$ cat config.mk
export PLATFORM = sky130hd
export DESIGN_NAME = sd_ocd_guard
export DESIGN_NICKNAME = d
export VERILOG_FILES = /design/src/rtl/sd_ocd_guard.sv
export SDC_FILE = /design/constraint.sdc
export NUM_CORES = 1
export LEC_CHECK = 0
export ABC_AREA = 1
export BUFFER_PORTS_ARGS = -buffer_cell sky130_fd_sc_hd__buf_4
export CAP_MARGIN = 10
export CORE_MARGIN = 10
export CORE_UTILIZATION = 35
export DETAILED_ROUTE_END_ITERATION = 8
export GPL_TIMING_DRIVEN = 0
export SYNTH_ARGS = -nofsm -noshare
export SYNTH_HDL_FRONTEND = slang
export SYNTH_SLANG_ARGS = --single-unit
$ cat constraint.sdc
create_clock -name clk -period 9.6 [get_ports clk]
set_input_delay 0.48 -clock clk [delete_from_list [all_inputs] [get_ports clk]]
set_output_delay 0.48 -clock clk [all_outputs]
set_load 0.03 [all_outputs]
$ cat src/rtl/sd_ocd_guard.sv
module sd_ocd_guard #(
  parameter int OSR_MIN = 8,
  parameter int OSR_MAX = 256,
  parameter int BLANK   = 32
) (
  input  logic                                   clk,
  input  logic                                   rst_n,
  input  logic                                   en,
  input  logic [$clog2(OSR_MAX):0]               osr,
  input  logic signed [3*$clog2(OSR_MAX)+1:0]    thr_high,
  input  logic signed [3*$clog2(OSR_MAX)+1:0]    thr_low,
  input  logic                                   trip_clear,
  input  logic                                   mod_clk,
  input  logic                                   mod_data,
  output logic                                   trip_hi,
  output logic                                   trip_lo,
  output logic                                   trip_any,
  output logic                                   zc_toggle
);
  localparam int OSR_W = $clog2(OSR_MAX) + 1;
  localparam int DW    = 3 * $clog2(OSR_MAX) + 2;
  localparam int BW    = $clog2(BLANK + 1);

  logic [2:0] mclk_s;
  logic [1:0] mdat_s;
  logic       rise;

  always_ff @(posedge clk or negedge rst_n)
    if (!rst_n) begin
      mclk_s <= '0;
      mdat_s <= '0;
    end else begin
      mclk_s <= {mclk_s[1:0], mod_clk};
      mdat_s <= {mdat_s[0], mod_data};
    end

  assign rise = mclk_s[1] & ~mclk_s[2];

  logic [OSR_W-1:0] eff_osr;
  assign eff_osr = (osr < OSR_W'(OSR_MIN)) ? OSR_W'(OSR_MIN) :
                   (osr > OSR_W'(OSR_MAX)) ? OSR_W'(OSR_MAX) : osr;

  logic signed [DW-1:0] x, i1, i2, i3, i1n, i2n, i3n;
  logic signed [DW-1:0] c1, c2, c3, d1, d2, d3, val;
  logic [OSR_W-1:0]     dec_cnt;
  logic [BW-1:0]        blank_cnt;
  logic                 last, armed, cmp_go;

  assign x     = mdat_s[1] ? DW'(1) : '1;
  assign i1n   = i1 + x;
  assign i2n   = i2 + i1n;
  assign i3n   = i3 + i2n;
  assign d1    = i3n - c1;
  assign d2    = d1 - c2;
  assign d3    = d2 - c3;
  assign last  = dec_cnt >= eff_osr - OSR_W'(1);
  assign armed = blank_cnt == BW'(BLANK);

  always_ff @(posedge clk or negedge rst_n)
    if (!rst_n) begin
      i1 <= '0; i2 <= '0; i3 <= '0;
      c1 <= '0; c2 <= '0; c3 <= '0;
      val <= '0; dec_cnt <= '0; blank_cnt <= '0; cmp_go <= 1'b0;
    end else if (!en) begin
      i1 <= '0; i2 <= '0; i3 <= '0;
      c1 <= '0; c2 <= '0; c3 <= '0;
      dec_cnt <= '0; blank_cnt <= '0; cmp_go <= 1'b0;
    end else begin
      cmp_go <= 1'b0;
      if (rise) begin
        i1 <= i1n;
        i2 <= i2n;
        i3 <= i3n;
        if (!armed) blank_cnt <= blank_cnt + BW'(1);
        if (last) begin
          dec_cnt <= '0;
          c1 <= i3n;
          c2 <= d1;
          c3 <= d2;
          val <= d3;
          cmp_go <= armed;
        end else begin
          dec_cnt <= dec_cnt + OSR_W'(1);
        end
      end
    end

  logic gt, lt, hi_cond, lo_cond, has_ref, ref_neg, neg;
  assign gt  = val > thr_high;
  assign lt  = val < thr_low;
  assign neg = val[DW-1];

  always_ff @(posedge clk or negedge rst_n)
    if (!rst_n) begin
      hi_cond <= 1'b0; lo_cond <= 1'b0;
      trip_hi <= 1'b0; trip_lo <= 1'b0; trip_any <= 1'b0;
      has_ref <= 1'b0; ref_neg <= 1'b0; zc_toggle <= 1'b0;
    end else begin
      trip_hi  <= (cmp_go & gt) | (trip_hi & ~(trip_clear & ~hi_cond));
      trip_lo  <= (cmp_go & lt) | (trip_lo & ~(trip_clear & ~lo_cond));
      trip_any <= trip_hi | trip_lo;
      if (!en) begin
        hi_cond <= 1'b0;
        lo_cond <= 1'b0;
        has_ref <= 1'b0;
      end else if (cmp_go) begin
        hi_cond <= gt;
        lo_cond <= lt;
        has_ref <= 1'b1;
        ref_neg <= neg;
        if (has_ref && (neg != ref_neg)) zc_toggle <= ~zc_toggle;
      end
    end


  arm_gate_chk: assert property (@(posedge clk) disable iff (!rst_n)
    cmp_go |-> blank_cnt == BW'(BLANK));


  hi_rise_chk: assert property (@(posedge clk) disable iff (!rst_n)
    $rose(trip_hi) |-> $past(cmp_go));


  lo_rise_chk: assert property (@(posedge clk) disable iff (!rst_n)
    $rose(trip_lo) |-> $past(cmp_go));


  hi_sticky_chk: assert property (@(posedge clk) disable iff (!rst_n)
    $fell(trip_hi) |-> ($past(trip_clear) && !$past(hi_cond)));


  lo_sticky_chk: assert property (@(posedge clk) disable iff (!rst_n)
    $fell(trip_lo) |-> ($past(trip_clear) && !$past(lo_cond)));


  any_follow_chk: assert property (@(posedge clk) disable iff (!rst_n)
    $rose(trip_any) |-> $past(trip_hi || trip_lo));


  zc_step_chk: assert property (@(posedge clk) disable iff (!rst_n)
    (zc_toggle != $past(zc_toggle)) |-> $past(cmp_go));
endmodule

; ---- Word level (Yosys, flattened, before mapping)
; Cells that the tools add are included.
[classes]
n_addsub = 9
mul = 0
div = 0
order_cmp = 5
n_eq_ne = 6
shifts = 0
n_mux = 33
n_bitwise = 16
n_reduce_logical = 6
[op_table]
columns = operator, count
row1 = $mux 26, 16
row2 = $add 26x26->26, 3
row3 = $sub 26x26->26, 3
row4 = $mux 9, 5
row5 = $gt 26x26->1, 1
row6 = $lt 26x26->1, 1
row7 = $mux 6, 3
row8 = $add 9x1->9 const B, 1
row9 = $ge 9x9->1, 1
row10 = $gt 9x9->1 const B, 1
row11 = $lt 9x4->1 const B, 1
row12 = $mux 1, 9
row13 = $sub 9x1->9 const B, 1
row14 = $and 1x1->1, 7
row15 = $add 6x1->6 const B, 1
row16 = $eq 6x6->1 const B, 1
row17 = $ne 2x1->1 const B, 3
row18 = $not 1->1, 6
row19 = $reduce_and 2->1, 3
row20 = $reduce_and 3->1, 2
row21 = $or 1x1->1, 3
row22 = $ne 2x2->1 const B, 1
row23 = $logic_and 1x1->1, 1
row24 = $ne 1x1->1, 1
[word_totals]
reg_bits = 211
latchBits = 0
ramBits = 0
romBits = 0
in_bits = 67
output_inout_bits = 4
word_cells = 95
mem_count = 0

; ---- Logic depth before layout (Yosys ltp)
[depth]
depth_word = 9
ltp_mapped = 55
mapped_depth_nobuf = 55

; ---- Worst setup path after synthesis
; Ideal clock, no wire load.
[synth_timing]
path_type = register to register
from = register mdat_s[1]
to = register val[25]
setup_time_ns = 0.117
t_arrival_ns = 7.974
required_ns = 9.483
setup_slack_ns = 1.508
stages_incl_launch_ff = 45
path_buffers = 0
period_less_slack_ns = 8.092
cell_sequence = dfrtp_1 -> inv_1 -> ha_1 -> a21oi_1 -> nand2_1 -> a21oi_1 -> o21ai_2 -> a21boi_1 -> xnor2_1 -> ha_1 -> nand2_1 -> nor3_1 -> inv_1 -> nor4_2 -> a21oi_1 -> o21ai_1 -> a31oi_1 -> xnor2_1 -> [9 not listed] -> xor2_1 -> ha_1 -> nand2_1 -> nor4_1 -> nand3_1 -> nand3_1 -> xor2_1 -> ha_1 -> nand2_1 -> nor4_1 -> nand3_1 -> nand3_1 -> nand2_1 -> nand3_1 -> xor2_1 -> nand3_1 -> nand3_1 -> nand2_1
[synth_between]
elab_chain_len = 7
[synth_rtl]
columns = element, line_no
row1 = from (decl), 25  ; logic [1:0] mdat_s;
row2 = from (signal assigned), 34  ; mdat_s <= {mdat_s[0], mod_data};
row3 = $mux 26, 49  ; assign x = mdat_s[1] ? DW'(1) : '1;
row4 = $add 26x26->26, 50  ; assign i1n = i1 + x;
row5 = $add 26x26->26, 51  ; assign i2n = i2 + i1n;
row6 = $add 26x26->26, 52  ; assign i3n = i3 + i2n;
row7 = $sub 26x26->26, 53  ; assign d1 = i3n - c1;
row8 = $sub 26x26->26, 54  ; assign d2 = d1 - c2;
row9 = $sub 26x26->26, 55  ; assign d3 = d2 - c3;
row10 = to (signal assigned), 63  ; val <= '0; dec_cnt <= '0; blank_cnt <= '0; cmp_go <= 1'b0;
row11 = to (signal assigned), 80  ; val <= d3;
row12 = to (decl), 44  ; logic signed [DW-1:0] c1, c2, c3, d1, d2, d3, val;
; Every way passes these cells.
; A chain may end at the register's enable or synchronous reset.

; ---- Final worst setup path
; Same ends and word-level chain as after synthesis.

==> reports/qor.txt <==
outcome: completed
first-pass GRT wire length: 75.0 mm
initial antenna violation count: 1
clock latency at the later pin of the worst-skew pair: 560 ps
top-level I/O count: 71
hold_ws: 28.4 ps
worst r2r src: mdat_s[1]$_DFF_PN0_
CP startpoint: mdat_s[1]$_DFF_PN0_
Synthesized Nets: 2457
period utilization: 94.3%
DIE HEIGHT: 240 um
hold crit path type: in2reg
Synth async-reset ratio: 100%
CTS root buf: clkbuf_16
via count: 14.9k
startpoint class of the critical path: register
share of layout cells above drive strength 1: 10.7%
minimum clock period: 9060 ps
clock-pin transition on the worst setup and hold timing paths: 60 ps
EDFF count, synth: 0
Synth Instances: 2166
WP data required: 10040 ps
worst-margin pin slew: 860 ps
library cells used by synthesis: 60
maximum fanout along the worst path: 6
register bit total from synthesis: 211
WL per Instance: 15.7 um
hpwl dp: 35.7 mm
area of the die: 57500 um2
DIE WIDTH: 240 um
DRT iter0 DRCs: 759
largest net degree at the start of global routing: 115
Layout Nets: 2578
CTS tree: built
CTS Buffer Depth: 3
Core Box Area: 47700 um2
Site Rows: 80
post-route ant nets: 0
Synth Warn #: 0
DRC violations left: 0
critical path arrival: 9500 ps
Fmax: 110 MHz
ys flop type: dfrtp_1
clk sinks: 211
total CTS buffers: 27
Final Hold Vio Count: 0
Syn Std Cell Area: 16900 um2
hold path start: mod_data
most common cell after layout, fill and taps aside: nand2_1
mean post-synth cell area: 7.81 um2
placed cell count: 2852
Tot GR Track Use: 15.8%
# setup viols final: 0
Detailed Route WL: 45.9 mm
crit path kind: reg2reg
Final Skew: 11.1 ps
total gr overflow: 0
drt first pass iters: 5
maxcap violations: 0
final weighted congestion in routability-driven placement: 0.883
register area share after synthesis: 31.2%
slew margin rel.: 42.7%
most frequent cells in the layout: 422 x nand2_1, 313 x inv_1, 214 x ha_1, 210 x dfrtp_1, 164 x a21oi_1
Initial Utilization: 35.4%
Critical Path End Type: register
Vias/cell: 5.08
vias in the first global route: 14.9k
Core Util, Final: 41.2%
Post-Layout Cell Count: 2923
htree depth: 1
slowest stage cell, crit path: fa_1
max-slew violations: 0
IO Port Bufs: 70
crit-path max cell delay: 430 ps
P&R area growth vs syn: 16.3%
-- cells by family (layout without fill, tap and decap cells) --
kind of cell             Yosys count  in the layout  synth area share, %
AND/OR/NAND/NOR                  704            704                 18.1
AO/OA/AOI/OAI                    526            526                 18.5
buffers and inverters            356            497                 7.93
adder cells (fa/ha/maj)          224            224                 16.8
flip-flops                       211            211                 31.2
XOR/XNOR                         144            144                 7.45
multiplexers                       1              1               0.0665
other                              0              1                    0
-- what timing repair did --
item,4_1_cts,5_1_grt
buffers inserted,3,16
gates cloned,1,0
endpoints found under the setup margin,6,8
pin swaps,0,18
gates resized for setup,4,58
endpoints found under the hold margin,3,0
hold buffers,1,0
-- worst max-delay path: cells and delay by family, from the launching register on --
| family | cells | cell delay, ps |
|---|---|---|
| compound gates | 14 | 2520 |
| xor+xnor | 6 | 1080 |
| fa+ha+maj | 6 | 2230 |
| buf+inv | 4 | 500 |
| flops | 1 | 400 |
| simple gates | 16 | 2200 |
-- state kept, by name (all words and copies together) (netlist names) --
| register | flops |
|---|---|
| hi_cond | 1 |
| cmp_go | 1 |
| i2 | 26 |
| ref_neg | 1 |
| i1 | 26 |
| zc_toggle | 1 |
| trip_lo | 1 |
| c2 | 26 |
| mclk_s | 3 |
| val | 26 |
| trip_hi | 1 |
| dec_cnt | 9 |
| has_ref | 1 |
| trip_any | 1 |
| lo_cond | 1 |
| c3 | 26 |
| i3 | 26 |
| mdat_s | 2 |
| blank_cnt | 6 |
| c1 | 26 |
-- stage by stage --
step,instance area [um2],worst slack (ps),TNS (ps)
global route,19700,-130,-226
CTS,19300,3.41,0
finish,19700,543,0
detailed placement,18300,-494,-1440
global placement,18200,-375,-845
floorplan,16900,1510,0
-- Yosys cell counts, types with 27 or more instances --
library cell,number,area [um2]
inv_1,314,1180
dfrtp_1,211,5280
nor3_1,27,135
nor2_1,87,327
ha_1,218,2730
xor2_1,100,876
xnor2_1,44,385
o21ai_0,167,836
a22o_1,37,324
clkbuf_1,33,124
nand3_1,91,455
nand2_1,424,1590
a21oi_1,174,871
-- worst paths after layout --
| path | endpoint | slack (ps) | depth (start not counted) |
|---|---|---|---|
| max reg2reg | val[25]$_DFFE_PN0P_ | 540 | 46 |
| max in group asynchronous | mclk_s[2]$_DFF_PN0_ | 7960 | 3 |
| max | val[25]$_DFFE_PN0P_ | 540 | 46 |
| min reg2reg | mdat_s[1]$_DFF_PN0_ | 350 | 0 |
| min | mdat_s[0]$_DFF_PN0_ | 30 | 1 |
| min in group asynchronous | mdat_s[1]$_DFF_PN0_ | 570 | 2 |
-- final cells by class --
class                      instances  area (um2)
clock inverter                    14         199
buffer                            39         151
clock buffer                      35         776
sequential                       211        5280
fill                            4814       28100
timing repair inverter             1        5.00
multi-input combinational       1599       10600
inverter                         317        1190
timing repair buffer              91         713
antenna                            1        2.50
tap                              615         769
-- layer usage --
layer | track usage (%) | part of all wire, % | up-vias
li1 | - | - | 7545
met1 | 21.3 | 49 | 7018
met2 | 25.8 | 45 | 212
met3 | 1.96 | 3.7 | 79
met4 | 5.10 | 2.8 | 2
met5 | 0 | 0.028 | -
Power is left out: the tool's default activity adds up to more than one toggle a clock period on the data nets, which glitch-free logic cannot reach.
